File: src/rtl/uart_rx_pkg.sv
package uart_rx_pkg;
  typedef enum logic [2:0] {
    RX_IDLE,
    RX_START,
    RX_DATA,
    RX_PAR,
    RX_STOP
  } rx_state_t;

  // True when the data bits plus the parity bit hold an odd count of ones
  function automatic logic odd_ones(input logic [7:0] d, input logic p);
    return ^{d, p};
  endfunction
endpackage

File: src/rtl/uart_rx_sync.sv
module uart_rx_sync #(
  parameter int STAGES = 2
) (
  input  logic clk,
  input  logic rst,
  input  logic din,
  output logic dout
);
  logic [STAGES-1:0] chain;

  generate
    for (genvar i = 0; i < STAGES; i++) begin : g_stage
      if (i == 0) begin : g_first
        always_ff @(posedge clk) begin
          if (rst) chain[0] <= 1'b1;
          else     chain[0] <= din;
        end
      end else begin : g_next
        always_ff @(posedge clk) begin
          if (rst) chain[i] <= 1'b1;
          else     chain[i] <= chain[i-1];
        end
      end
    end
  endgenerate

  assign dout = chain[STAGES-1];
endmodule

File: src/rtl/uart_rx_bit_timer.sv
module uart_rx_bit_timer #(
  parameter int CW = 9
) (
  input  logic          clk,
  input  logic          rst,
  input  logic          load,
  input  logic [CW-1:0] load_val,
  output logic          tick
);
  logic [CW-1:0] cnt;

  always_ff @(posedge clk) begin
    if (rst)              cnt <= '0;
    else if (load)        cnt <= load_val;
    else if (cnt != '0)   cnt <= cnt - 1'b1;
  end

  assign tick = (cnt == '0);
endmodule

File: src/rtl/uart_oddpar_rx.sv
module uart_oddpar_rx #(
  parameter int CLKS_PER_BIT = 434,
  parameter int DATA_BITS    = 8,
  parameter int SYNC_STAGES  = 2
) (
  input  logic                 clk,
  input  logic                 rst,
  input  logic                 rx_line,
  output logic [DATA_BITS-1:0] rx_data,
  output logic                 rx_valid,
  output logic                 rx_parity_err,
  output logic                 rx_frame_err
);
  import uart_rx_pkg::*;

  localparam int HALF = CLKS_PER_BIT / 2;
  localparam int CW   = $clog2(CLKS_PER_BIT + 1);
  localparam int IW   = $clog2(DATA_BITS + 1);
  localparam logic [CW-1:0] HALF_M1 = CW'(HALF - 1);
  localparam logic [CW-1:0] FULL_M1 = CW'(CLKS_PER_BIT - 1);
  localparam logic [IW-1:0] LAST_IX = IW'(DATA_BITS - 1);

  logic                 rx_s;
  logic                 tick;
  logic                 ld;
  logic [CW-1:0]        ld_val;
  rx_state_t            state;
  logic [IW-1:0]        bit_ix;
  logic [DATA_BITS-1:0] shreg;
  logic                 par_bit;
  logic                 ok_par;

  uart_rx_sync #(.STAGES(SYNC_STAGES)) u_sync (
    .clk (clk),
    .rst (rst),
    .din (rx_line),
    .dout(rx_s)
  );

  uart_rx_bit_timer #(.CW(CW)) u_timer (
    .clk     (clk),
    .rst     (rst),
    .load    (ld),
    .load_val(ld_val),
    .tick    (tick)
  );

  // Timer reload: half a bit on the start edge, a full bit after each sample
  always_comb begin
    ld     = 1'b0;
    ld_val = FULL_M1;
    unique case (state)
      RX_IDLE: if (!rx_s) begin
        ld     = 1'b1;
        ld_val = HALF_M1;
      end
      RX_START: ld = tick && !rx_s;
      RX_DATA:  ld = tick;
      RX_PAR:   ld = tick;
      default:  ld = 1'b0;
    endcase
  end

  assign ok_par = ^{shreg, par_bit};

  always_ff @(posedge clk) begin
    if (rst) begin
      state         <= RX_IDLE;
      bit_ix        <= '0;
      shreg         <= '0;
      par_bit       <= 1'b0;
      rx_data       <= '0;
      rx_valid      <= 1'b0;
      rx_parity_err <= 1'b0;
      rx_frame_err  <= 1'b0;
    end else begin
      rx_valid      <= 1'b0;
      rx_parity_err <= 1'b0;
      rx_frame_err  <= 1'b0;
      unique case (state)
        RX_IDLE: if (!rx_s) state <= RX_START;
        RX_START: if (tick) begin
          if (!rx_s) begin
            state  <= RX_DATA;
            bit_ix <= '0;
          end else begin
            state  <= RX_IDLE;
          end
        end
        RX_DATA: if (tick) begin
          shreg <= {rx_s, shreg[DATA_BITS-1:1]};
          if (bit_ix == LAST_IX) state <= RX_PAR;
          else                   bit_ix <= bit_ix + 1'b1;
        end
        RX_PAR: if (tick) begin
          par_bit <= rx_s;
          state   <= RX_STOP;
        end
        RX_STOP: if (tick) begin
          rx_data       <= shreg;
          rx_valid      <= ok_par && rx_s;
          rx_parity_err <= !ok_par;
          rx_frame_err  <= !rx_s;
          state         <= RX_IDLE;
        end
        default: state <= RX_IDLE;
      endcase
    end
  end
endmodule

File: config.mk
export PLATFORM = sky130hd
export DESIGN_NAME = uart_oddpar_rx
export DESIGN_NICKNAME = d
export VERILOG_FILES = /design/src/rtl/uart_rx_pkg.sv /design/src/rtl/uart_rx_sync.sv /design/src/rtl/uart_rx_bit_timer.sv /design/src/rtl/uart_oddpar_rx.sv
export SDC_FILE = /design/constraint.sdc
export NUM_CORES = 1
export LEC_CHECK = 0
export CORE_MARGIN = 2
export CORE_UTILIZATION = 45
export DETAILED_ROUTE_END_ITERATION = 16
export DONT_BUFFER_PORTS = 1
export PLACE_DENSITY_LB_ADDON = 0.1
export SYNTH_ARGS = -nofsm -noshare
export SYNTH_HDL_FRONTEND = slang
export SYNTH_SLANG_ARGS = --single-unit
File: constraint.sdc
create_clock -name clk -period 2.3 [get_ports clk]
set_input_delay 0.115 -clock clk [delete_from_list [all_inputs] [get_ports clk]]
set_output_delay 0.115 -clock clk [all_outputs]
set_load 0.01 [all_outputs]
# --- Word-level counts from Yosys, hierarchy flattened ---
# Index checks and enable logic that the tools add are counted.
word_totals:
  regBits: 38
  in_bits: 3
  output_inout_bits: 11
op_classes:
  n_addsub: 2
  n_eq_ne: 13
  muxes: 19
  bitwise: 2
  reduce_logical: 17
ops:
  columns: ["operator", "n"]
  rows:
  - ["two-way mux 9 bit", 4]
  - ["two-way mux 3 bit", 6]
  - ["two-way mux 4 bit", 4]
  - ["!= test 2 bit, second input constant", 8]
  - ["one-hot mux 3 bit (5 select lines)", 1]
  - ["zero test 9 bit", 1]
  - ["nonzero test 9 bit", 1]
  - ["parity 9 bit", 1]
  - ["subtractor 9 x 1 -> 9 bit, second input constant", 1]
  - ["one-hot mux 4 bit (2 select lines)", 1]
  - ["== test 3 x 2 -> 1 bit, second input constant", 2]
  - ["AND reduction 2 bit", 3]
  - ["AND reduction 6 bit", 1]
  - ["AND reduction 5 bit", 1]
  - ["adder 4 x 1 -> 4 bit, second input constant", 1]
  - ["== test 4 x 3 -> 1 bit, second input constant", 1]
  - ["nonzero test 2 bit", 2]
  - ["== test 3 x 1 -> 1 bit, second input constant", 1]
  - ["== test 3 bit, second input constant", 1]
  - ["zero test 3 bit", 1]
  - ["one-hot mux 1 bit (3 select lines)", 1]
  - ["OR reduction 3 bit", 1]
  - ["logical AND 1 bit", 2]
  - ["zero test 1 bit", 2]
  - ["other kinds (4)", 5]

# --- Depth between registers and ports, before layout ---
# Gate-level depths: netlist (run 1).
depth:
  depth_word: 4
  ltp_mapped: 7
  mapped_depth_nobuf: 6

# --- Hierarchy ---
# From an unflattened synthesis (run 1), not the netlist that was laid out.
hier_totals:
  cells_unflattened: 211
  area_unflattened_um2: 1747.9
by_module_without_submodules:
  columns: ["mod", "instances", "cells_each", "area_each_um2"]
  rows:
  - ["uart_oddpar_rx", 1, 145, 1181.1]
  - ["uart_rx_bit_timer", 1, 62, 514.2]
  - ["uart_rx_sync", 1, 4, 52.6]

# --- Worst setup path after synthesis (run 1) ---
# Ideal clock, no wire load.
synth_path:
  path_kind: "register -> register"
  start: "reg u_timer.cnt[0]"
  end: "reg state[0]"
  setup_time_ps: 103
  arrival_time_ps: 1880
  setup_slack_ps: 317
  path_stages_with_launch: 8
  n_path_buf: 1
  period_less_slack_ps: 1983
  path_cell_list: "dfxtp_1 inv_1 ha_1 or4b_1 buf_2 nor3_4 a311oi_1 a2111oi_2"
synth_via:
  elab_chain_len: 3
  word_cells_on_any_way: 6
  cone_classes: "eq/ne: 4; reduce/logical: 2"
synth_rtl:
  columns: ["item", "line", "text"]
  rows:
  - ["from (decl)", "uart_rx_bit_timer.sv:10", "logic [CW-1:0] cnt;"]
  - ["from (signal assigned)", "uart_rx_bit_timer.sv:14", "else if (load) cnt <= load_val;"]
  - ["from (signal assigned)", "uart_rx_bit_timer.sv:15", "else if (cnt != '0) cnt <= cnt - 1'b1;"]
  - ["zero test 9 bit *", "uart_rx_bit_timer.sv:18", "assign tick = (cnt == '0);"]
  - ["!= test 2 bit (no line)", null, null]
  - ["AND reduction 6 bit (no line) *", null, null]
  - ["to (signal assigned)", "uart_oddpar_rx.sv:68", "state <= RX_IDLE;"]
  - ["to (signal assigned)", "uart_oddpar_rx.sv:81", "RX_IDLE: if (!rx_s) state <= RX_START;"]
  - ["to (signal assigned)", "uart_oddpar_rx.sv:84", "state <= RX_DATA;"]
  - ["to (decl)", "uart_oddpar_rx.sv:27", "rx_state_t state;"]
# Mark *: on every way between the ends. The rest lies on a longest branch, timed or not.
# A chain may end at the register's enable or synchronous reset.

# --- Final worst setup path (run 1) ---
# Same ends and word-level chain as after synthesis.

==> out/metrics.cfg, run 1 <==
[synthesis]
yosysWarnings = 0
synth_area_um2 = 1780
postSynth.asyncResetShare_pct = 0
synth.avg_cell_area_um2 = 9.33
synth.yosys.seq_area_share_pct = 42.7
synth_edf_count = 0
synth_nets = 196
synth_cell_types = 45
synth_area_leaders = dfxtp_1, mux2i_1, nor2_1
synth_area_leader_cell = dfxtp_1
synth.top_cell.area_share_pct = 42.7
synthFlopType = dfxtp_1
ys_ff_latch = 38
synthCells = 191

[outcome]
run_status = finished clean

[power_and_ir_drop]
p_leak_nw = 0.756
ir_drop_mv = 0.469
power.net_switching_mw = 0.725
p_per_area_nw_per_um2 = 1010
p_comb_share_pct = 35.9
cell_internal_pwr_mw = 1.24
sw_frac_of_total_pct = 37.0
pwr-share-clk_pct = 22.1
p_seq_share_pct = 42.0

[clock_tree]
cts_resized = 0
cts_sinks = 38
clock_path_buffers = 2
cts_made_buffers = 5
clock_latency_ns = 0.28
path_clk_slew_ns = 0.07
cts_tree = yes
cts_root_buf = clkbuf_8
htree_levels = 2

[detailed_routing]
ant_nets = 0
wl_um = 3500
first_pass_iters = 4
viasPerCell = 5.64
drc = 0
wl_per_cell_um = 14.4
vias = 1371
drt-initial-drc-count = 116

[sta]
setup_ws_ns = 0.190
min_period_over_period_pct = 91.7
worst_pin_slew_ns = 1.07
min_period_ns = 2.11
rsz0062_at_grt = no
relSlewSlack_pct = 28.2
setup_viol = 0
timing.setup.tns_ns = 0
hold_violations = 0
clock.fmax_mhz = 474
maxSlewViolCount = 0
fin_skew_ns = 0.00431

[place]
place_congestion = 0.856
portBuffers = 0
dp_cells = 234
placed_area_um2 = 1840
pre_cts_ws_ns = 0.223
dp_hpwl_um = 2420

[floorplanning]
die_h_um = 66.9
io_pins = 14
dieWidth_um = 66.9
coreArea_um2 = 3740
fp-row-count = 22
start_util_pct = 47.6
die_area_um2 = 4480

[cells_and_area]
n_antenna_cell = 0
fillers = 372
final_util_pct = 52.0
nets = 200
ff_latch_area_um2 = 761
drive_gt1_share_pct = 11.3
multi_input_comb_area_um2 = 961
area_growth_pct = 9.20
instances_no_fill = 243
stdcell_area_um2 = 1950

[worst_setup_path]
worst_ep_arrival_time_ns = 2.28
path_max_fanout = 7
endpoint_kind = flop
crit_path_start = u_timer.cnt[0]$_SDFFE_PP0P_
critPathRequiredTime_ns = 2.47
crit-reg2reg-launch = u_timer.cnt[0]$_SDFFE_PP0P_
critPathKind = flop to flop
cp-start-kind = flop

[global_routing]
grt_antenna_before_repair = 0
grt_pass1_wl_um = 5990
globalRouteOverflowTotal = 0
grt_max_degree = 31
track_usage_pct = 18.0
grt_pass1_vias = 1241

[flow_run]
maxCapViolations = 0

[min_path]
min_path_type = input port to flop
min_from = rst

[worst max-delay path, stage by stage, from the launching register on]
cell	delay, ns
dfxtp_1	0.34
inv_1	0.07
ha_1	0.25
or4b_1	0.63
nor3_4	0.24
a311oi_1	0.13
a2111oi_2	0.34
[final timing paths]
check / endpoint / depth (start not counted) / slack (ns)
worst max-delay path: state[0]$_SDFFE_PP0P_ / 6 / 0.19
worst min-delay path: u_timer.cnt[5]$_SDFFE_PP0P_ / 2 / 0.03
worst max register to register: state[0]$_SDFFE_PP0P_ / 6 / 0.19
worst min register to register: u_sync.dout$_SDFF_PP1_ / 1 / 0.42
[metrics by stage]
step / hold slack (ns) / total power [mW]
global placement: 0.189 / 1.52
CTS: 0.0108 / 1.97
global route: 0.0195 / 2.10
floorplan: 0.191 / 1.35
detailed placement: 0.190 / 1.52
finish: 0.0297 / 1.96
[metal layers]
| metal | wire [um] | track usage [%] | up-vias |
|---|---|---|---|
| li1 | - | - | 692 |
| met1 | 1620 | 23.3 | 657 |
| met2 | 1720 | 28.0 | 20 |
| met3 | 128 | 5.91 | 2 |
| met4 | 22 | 6.12 | 0 |
| met5 | 0 | 0 | - |
[cells by family after synthesis]
| family | after synthesis | synth area share, % |
|---|---|---|
| xor gates and xnor gates | 10 | 5.69 |
| DFF | 38 | 42.7 |
| muxes | 17 | 9.55 |
| and+or+nand+nor | 74 | 23.8 |
| adders and majority gates | 2 | 1.40 |
| AOI/OAI and AO/OA | 35 | 13.5 |
| buffers and inverters | 15 | 3.37 |
[power by group through the flow]
stage	Sequential [mW]	Combinational (mW)	Clock, mW
after global placement	0.834	0.684	0
after floorplan	0.811	0.541	0
after CTS	0.822	0.700	0.452
after detailed placement	0.836	0.687	0
after global routing	0.834	0.778	0.485
final	0.824	0.705	0.433
[Yosys cell counts (3+ instances only)]
library cell / n
a21oi_1: 13
buf_2: 3
clkbuf_1: 8
dfxtp_1: 38
inv_1: 4
mux2i_1: 17
nand2_1: 6
nand3_1: 4
nand3b_1: 4
nand4_1: 3
nor2_1: 28
nor2b_1: 5
nor3_1: 6
o31ai_1: 4
o41ai_1: 3
or3_1: 3
xnor2_1: 5
xor2_1: 4
[final cells by class]
class,count,share of cell area (%)
Sequential cell,38,39.1
Inverter,4,0.772
Clock inverter,2,0.772
Tap cell,48,3.09
Timing Repair Buffer,8,3.34
Multi-Input combinational cell,138,49.4
Clock buffer,5,3.54
[repair_timing]
| item | CTS | global route |
|---|---|---|
| buffers inserted | 0 | 0 |
| hold buffers | 2 | 0 |
| hold endpoints to repair | 30 | 0 |
[placed cells by master (no fill, tap or decap), types with 2 or more instances in the layout]
master	synthesis	routed
or3_1	3	3
clkinvlp_4	0	2
nand2b_1	2	2
o41ai_1	3	3
nand3b_1	4	4
o31ai_1	4	4
clkbuf_8	0	5
xor2_1	4	4
a21o_1	2	2
nor2_1	28	28
o21ai_0	2	2
dfxtp_1	38	38
nor3_1	6	6
mux2i_1	17	17
buf_4	0	6
nand3_1	4	4
nand4_1	3	3
ha_1	2	2
a21oi_1	13	13
nand2_1	6	6
inv_1	4	4
a211oi_1	2	2
or2_2	2	2
dlygate4sd3_1	0	2
xnor2_1	5	5
nor2b_1	5	5
[registers in the layout (all words and copies together), names as in the netlist]
name,count
bit_ix,4
par_bit,1
u_sync.chain,1
rx_frame_err,1
rx_parity_err,1
rx_valid,1
shreg,8
u_sync.dout,1
state,3
rx_data,8
u_timer.cnt,9
Power figures use the tool's default switching activity.
==> inputs of run 2 (changes only) <==
--- a/config.mk
+++ b/config.mk
@@ -9,6 +9,8 @@
 export CORE_UTILIZATION = 45
 export DETAILED_ROUTE_END_ITERATION = 16
 export DONT_BUFFER_PORTS = 1
+export HOLD_SLACK_MARGIN = 0.08
+export MAX_ROUTING_LAYER = met4
 export PLACE_DENSITY_LB_ADDON = 0.1
 export SYNTH_ARGS = -nofsm -noshare
 export SYNTH_HDL_FRONTEND = slang
==> out/metrics.cfg, run 2 (same netlist as run 1, synthesis figures left out) <==
[cells_and_area]
layout_commonest_cell = dfxtp_1
nets = 201  ; +0.50%
stdcell_area_um2 = 1970  ; +1.5%
mostFrequentLayoutCells = dfxtp_1, nor2_1, mux2i_1
area_growth_pct = 10.8
largestRegisters = u_timer.cnt: 9 flops, rx_data: 8 flops, shreg: 8 flops
instances_no_fill = 245  ; +0.82%
largest-register = u_timer.cnt
drive_gt1_share_pct = 12.7  ; +1.4 points
n_antenna_cell = 0  ; unchanged
largest_reg_flops = 9  ; unchanged

[clock_tree]
clock_latency_ns = 0.29  ; about the same
cts_root_buf = clkbuf_8
cts_sinks = 38  ; unchanged
cts_tree = yes
htree_levels = 2  ; unchanged
clock_path_buffers = 2  ; unchanged
cts_made_buffers = 5  ; unchanged
postCtsSetupRepairBufs = 0  ; unchanged
path_clk_slew_ns = 0.08  ; about the same

[detailed_routing]
wl_um = 3610  ; +3.1%
drt-initial-drc-count = 91  ; -22%
vias = 1393  ; +1.6%
wl_per_cell_um = 14.7  ; +2.3%
dr_wl_met3_um = 174  ; +36%
wl_met1_um = 1600  ; -1.2%
first_pass_iters = 4  ; unchanged
drc = 0  ; unchanged
highest_layer = met4
viasPerCell = 5.69  ; +0.78%
ant_nets = 0  ; unchanged
met2_length_um = 1800  ; +4.6%

[place]
placed_area_um2 = 1850  ; +0.41%
dp_cells = 235  ; +0.43%
dp_hpwl_um = 2500  ; +3.4%
portBuffers = 0  ; unchanged
place_congestion = 0.837  ; -2.2%

[flow_run]
maxCapViolations = 0  ; unchanged

[sta]
whs_ns = 0.0930  ; +0.0633 ns
clock.fmax_mhz = 482  ; +1.8%
hold_violations = 0  ; unchanged
worst_pin_slew_ns = 0.768  ; -0.305 ns
min_period_over_period_pct = 90.1  ; -1.6 points
relSlewSlack_pct = 48.3  ; +20 points
rsz0062_at_grt = no
fin_skew_ns = 0.00788  ; +0.00357 ns
setup_viol = 0  ; unchanged
maxSlewViolCount = 0  ; unchanged
min_period_ns = 2.07  ; -0.0374 ns
timing.setup.tns_ns = 0  ; unchanged

[worst_setup_path]
path_max_fanout = 7  ; unchanged
critPathRequiredTime_ns = 2.47  ; about the same
rr_worst_depth = 7  ; +1
cp-start-kind = flop
crit-reg2reg-launch = u_timer.cnt[0]$_SDFFE_PP0P_
worst_ep_arrival_time_ns = 2.24  ; -0.04 ns
r2r-end = u_timer.cnt[5]$_SDFFE_PP0P_
critPathKind = flop to flop
endpoint_kind = flop
ff2ff_setup_slack_ns = 0.23  ; +0.04 ns

[power_and_ir_drop]
p_seq_share_pct = 40.2  ; -1.8 points
p_comb_share_pct = 37.1  ; +1.2 points
finalPower_mw = 2.06  ; +5.2%
cell_internal_pwr_mw = 1.31  ; +6.0%
ir_drop_mv = 0.467  ; -0.29%
power.net_switching_mw = 0.753  ; +3.8%
pwr-share-clk_pct = 22.7  ; +0.6 points
p_per_area_nw_per_um2 = 1040  ; +3.6%
sw_frac_of_total_pct = 36.5  ; -0.47 points
p_leak_nw = 0.779  ; +3.0%

[floorplanning]
die_area_um2 = 4480  ; unchanged
die_h_um = 66.9  ; unchanged
fp-row-count = 22  ; unchanged
start_util_pct = 47.6  ; unchanged
io_pins = 14  ; unchanged
dieWidth_um = 66.9  ; unchanged
coreArea_um2 = 3740  ; unchanged

[min_path]
whs_endpoint = u_timer.cnt[8]$_SDFFE_PP0P_
whs_path_depth = 2  ; unchanged
min_from = rst
min_path_type = input port to flop

[global_routing]
grt_max_degree = 34  ; +9.7%
grt_antenna_before_repair = 0  ; unchanged
grt_pass1_vias = 1364  ; +9.9%
globalRouteOverflowTotal = 0  ; unchanged
grt_pass1_wl_um = 6310  ; +5.4%
track_usage_pct = 19.3  ; +1.3 points

[outcome]
run_status = finished clean

-- run 2: timing repair --
action / in CTS / in global routing
resized for setup: 0 / 1
hold endpoints to repair: 37 / 0
setup endpoints to repair: 0 / 2
hold buffers: 2 / 0
-- run 2: layout make-up --
class / instances / area [um^2]
clock buffers: 7 / 86.3
clock inverters: 1 / 5.00
fillers: 353 / 1770
inverters: 4 / 15.0
multi-input cells: 138 / 965
flip-flops and latches: 38 / 761
well taps: 48 / 60.1
repair buffers: 9 / 82.6
-- run 2: power by group through the flow --
stage	combinational [mW]	clock [mW]	sequential (mW)
floorplan	0.541	0	0.811
global placement	0.714	0	0.836
detailed placement	0.727	0	0.841
CTS	0.745	0.482	0.826
global route	0.844	0.505	0.847
finish	0.765	0.467	0.830
-- run 2: per-layer routing --
metal  track usage [%]  vias to the layer above
met3              5.24                        3
met1              23.2                      665
li1                  -                      687
met4              5.87                        0
met2              31.8                       38
met5                 -                        -
-- run 2: metrics by stage --
step | util (%) | setup slack, ns
after global routing | 52.7 | 0.0460
final | 52.7 | 0.227
after floorplan | - | 0.317
after CTS | 52.6 | 0.203
after detailed placement | 49.4 | 0.208
after global placement | 49.4 | 0.272
-- run 2: worst max-delay path, cell delays in order, from the launching register on --
cell	delay, ns
dfxtp_1	0.34
inv_1	0.06
ha_1	0.26
nor4b_2	0.44
buf_4	0.21
a21oi_1	0.06
o31ai_1	0.44
o31ai_1	0.13
-- run 2: how the worst max path moves through the flow --
stage          cells past startpoint  slack [ns]                        start                     endpoint
6_report                           7        0.23  u_timer.cnt[0]$_SDFFE_PP0P_  u_timer.cnt[5]$_SDFFE_PP0P_
5_1_grt                            6        0.05  u_timer.cnt[1]$_SDFFE_PP0P_       bit_ix[0]$_SDFFE_PP0P_
4_1_cts                            6        0.20  u_timer.cnt[0]$_SDFFE_PP0P_       bit_ix[3]$_SDFFE_PP0P_
3_5_place_dp                       6        0.21  u_timer.cnt[0]$_SDFFE_PP0P_       bit_ix[3]$_SDFFE_PP0P_
3_3_place_gp                       6        0.27  u_timer.cnt[0]$_SDFFE_PP0P_        state[0]$_SDFFE_PP0P_
2_1_floorplan                      7        0.32  u_timer.cnt[0]$_SDFFE_PP0P_        state[0]$_SDFFE_PP0P_
==> inputs of run 3 (changes only) <==
--- a/config.mk
+++ b/config.mk
@@ -5,10 +5,10 @@
 export SDC_FILE = /design/constraint.sdc
 export NUM_CORES = 1
 export LEC_CHECK = 0
+export BUFFER_PORTS_ARGS = -buffer_cell sky130_fd_sc_hd__buf_2
 export CORE_MARGIN = 2
 export CORE_UTILIZATION = 45
 export DETAILED_ROUTE_END_ITERATION = 16
-export DONT_BUFFER_PORTS = 1
 export HOLD_SLACK_MARGIN = 0.08
 export MAX_ROUTING_LAYER = met4
 export PLACE_DENSITY_LB_ADDON = 0.1
==> out/metrics.cfg, run 3 (same netlist as run 1, synthesis figures left out) <==
[clock_tree]
clock_latency_ns = 0.28  ; about the same
clock_path_buffers = 2  ; unchanged
htree_levels = 2  ; unchanged
cts_sinks = 38  ; unchanged
path_clk_slew_ns = 0.07  ; about the same
cts_made_buffers = 5  ; unchanged
cts_resized = 0  ; unchanged
cts_tree = yes
cts_root_buf = clkbuf_8

[power_and_ir_drop]
finalPower_mw = 1.96  ; -4.9%
p_leak_nw = 0.821  ; +5.4%
p_per_area_nw_per_um2 = 981  ; -6.1%
power.net_switching_mw = 0.725  ; -3.6%
ir_drop_mv = 0.467  ; -0.14%
p_comb_share_pct = 35.9  ; -1.2 points
p_seq_share_pct = 42.1  ; +1.9 points
cell_internal_pwr_mw = 1.24  ; -5.6%
pwr-share-clk_pct = 22.0  ; -0.7 points
sw_frac_of_total_pct = 37.0  ; +0.49 points

[cells_and_area]
largestRegisters = u_timer.cnt: 9 flops, rx_data: 8 flops, shreg: 8 flops
drive_gt1_share_pct = 16.9  ; +4.2 points
stdcell_area_um2 = 2000  ; +1.3%
n_antenna_cell = 0  ; unchanged
ff_latch_area_um2 = 761  ; unchanged
nets = 212  ; +5.5%
area_growth_pct = 12.3
mostFrequentLayoutCells = dfxtp_1, nor2_1, mux2i_1
largest-register = u_timer.cnt
layout_commonest_cell = dfxtp_1
largest_reg_flops = 9  ; unchanged
fillers = 363  ; +2.8%
instances_no_fill = 255  ; +4.1%
final_util_pct = 53.4  ; +0.70 points
multi_input_comb_area_um2 = 961  ; -0.39%

[detailed_routing]
drt-initial-drc-count = 100  ; +9.9%
viasPerCell = 5.43  ; -4.5%
wl_um = 3390  ; -5.9%
met2_length_um = 1640  ; -9.3%
wl_met1_um = 1600  ; -0.31%
vias = 1385  ; -0.57%
first_pass_iters = 4  ; unchanged
ant_nets = 0  ; unchanged
wl_per_cell_um = 13.3  ; -9.6%
dr_wl_met3_um = 142  ; -18%
highest_layer = met4
drc = 0  ; unchanged

[sta]
setup_viol = 0  ; unchanged
whs_ns = 0.314  ; +0.221 ns
min_period_over_period_pct = 92.9  ; +2.8 points
rsz0062_at_grt = no
maxSlewViolCount = 0  ; unchanged
relSlewSlack_pct = 53.4  ; +5.1 points
min_period_ns = 2.14  ; +0.0652 ns
worst_pin_slew_ns = 0.692  ; -0.0763 ns
clock.fmax_mhz = 468  ; -3.0%
fin_skew_ns = 0.00536  ; -0.00252 ns
setup_ws_ns = 0.162  ; -0.0652 ns
hold_violations = 0  ; unchanged
timing.setup.tns_ns = 0  ; unchanged

[floorplanning]
io_pins = 14  ; unchanged
dieWidth_um = 66.9  ; unchanged
die_h_um = 66.9  ; unchanged
die_area_um2 = 4480  ; unchanged
start_util_pct = 47.6  ; unchanged
fp-row-count = 22  ; unchanged
coreArea_um2 = 3740  ; unchanged

[worst_setup_path]
cp-start-kind = flop
path_max_fanout = 7  ; unchanged
critPathKind = flop to flop
slowest_delay_ns = 0.63  ; +0.19 ns
critPathRequiredTime_ns = 2.47  ; about the same
path_delay_family = simple AND/OR/NAND/NOR gates
crit_path_cell_trace = inv_1 > ha_1 > or4b_1 > nor4_4 > a21o_1 > a21oi_1
critPathBufInv = 1  ; -1
worst_ep_arrival_time_ns = 2.31  ; +0.07 ns
endpoint_kind = flop
slowest_stage = or4b_1

[global_routing]
grt_antenna_before_repair = 0  ; unchanged
grt_pass1_wl_um = 6070  ; -3.9%
globalRouteOverflowTotal = 0  ; unchanged
track_usage_pct = 18.6  ; -0.75 points
grt_max_degree = 34  ; unchanged
grt_pass1_vias = 1311  ; -3.9%

[place]
dp_hpwl_um = 2390  ; -4.3%
placed_area_um2 = 1910  ; +3.1%
portBuffers = 13  ; +13
place_congestion = 0.938  ; +12%
dp_cells = 247  ; +5.1%
pre_cts_ws_ns = 0.204  ; -0.00445 ns

[flow_run]
maxCapViolations = 0  ; unchanged

[outcome]
run_status = finished clean

[min_path]
min_path_type = input port to flop

[run 3: changes by cell type in the layout (fill, tap and decap cells not counted), sizes merged]
cell | previous run | this run
clkinv | 1 | 0
buf | 8 | 19
clkbuf | 7 | 5
clkinvlp | 0 | 2
[run 3: power by group through the flow]
stage,Combinational [mW],Clock [mW],Sequential (mW)
after floorplan,0.541,0,0.811
after global placement,0.688,0,0.832
after detailed placement,0.695,0,0.838
after CTS,0.703,0.448,0.824
after global routing,0.797,0.481,0.840
final,0.704,0.432,0.826
[run 3: path summary, 6_finish.rpt]
check | start | to | slack [ns] | depth (start not counted)
setup / recovery | u_timer.cnt[0]$_SDFFE_PP0P_ | bit_ix[0]$_SDFFE_PP0P_ | 0.16 | 6
hold / removal | rst | u_timer.cnt[3]$_SDFFE_PP0P_ | 0.31 | 2
setup reg to reg | u_timer.cnt[0]$_SDFFE_PP0P_ | bit_ix[0]$_SDFFE_PP0P_ | 0.16 | 6
hold reg to reg | u_sync.chain[0]$_SDFF_PP1_ | u_sync.dout$_SDFF_PP1_ | 0.43 | 1
[run 3: layer usage]
layer | vias up | GRT usage (%)
li1 | 713 | -
met1 | 646 | 22.2
met2 | 24 | 29.6
met3 | 2 | 5.74
met4 | 0 | 6.63
met5 | - | -
[run 3: repair_timing]
action,in CTS,in global routing
hold buffers,1,0
hold endpoints to repair,1,0
setup buffers,0,0
[run 3: worst reg2reg max path, delay by kind of cell, from the launching register on]
family                     cells  cell delay (ns)
DFF                            1             0.35
buffers and inverters          1             0.07
and+or+nand+nor                2             1.05
adders and majority gates      1             0.26
AOI/OAI and AO/OA              2             0.30
[run 3: cell type report]
type / count / area share (%)
multi-input cells: 138 / 48.0
flip-flops and latches: 38 / 38.0
repair buffers: 20 / 6.00
clock buffers: 5 / 3.44
well taps: 48 / 3.00
clock inverters: 2 / 0.750
inverters: 4 / 0.750
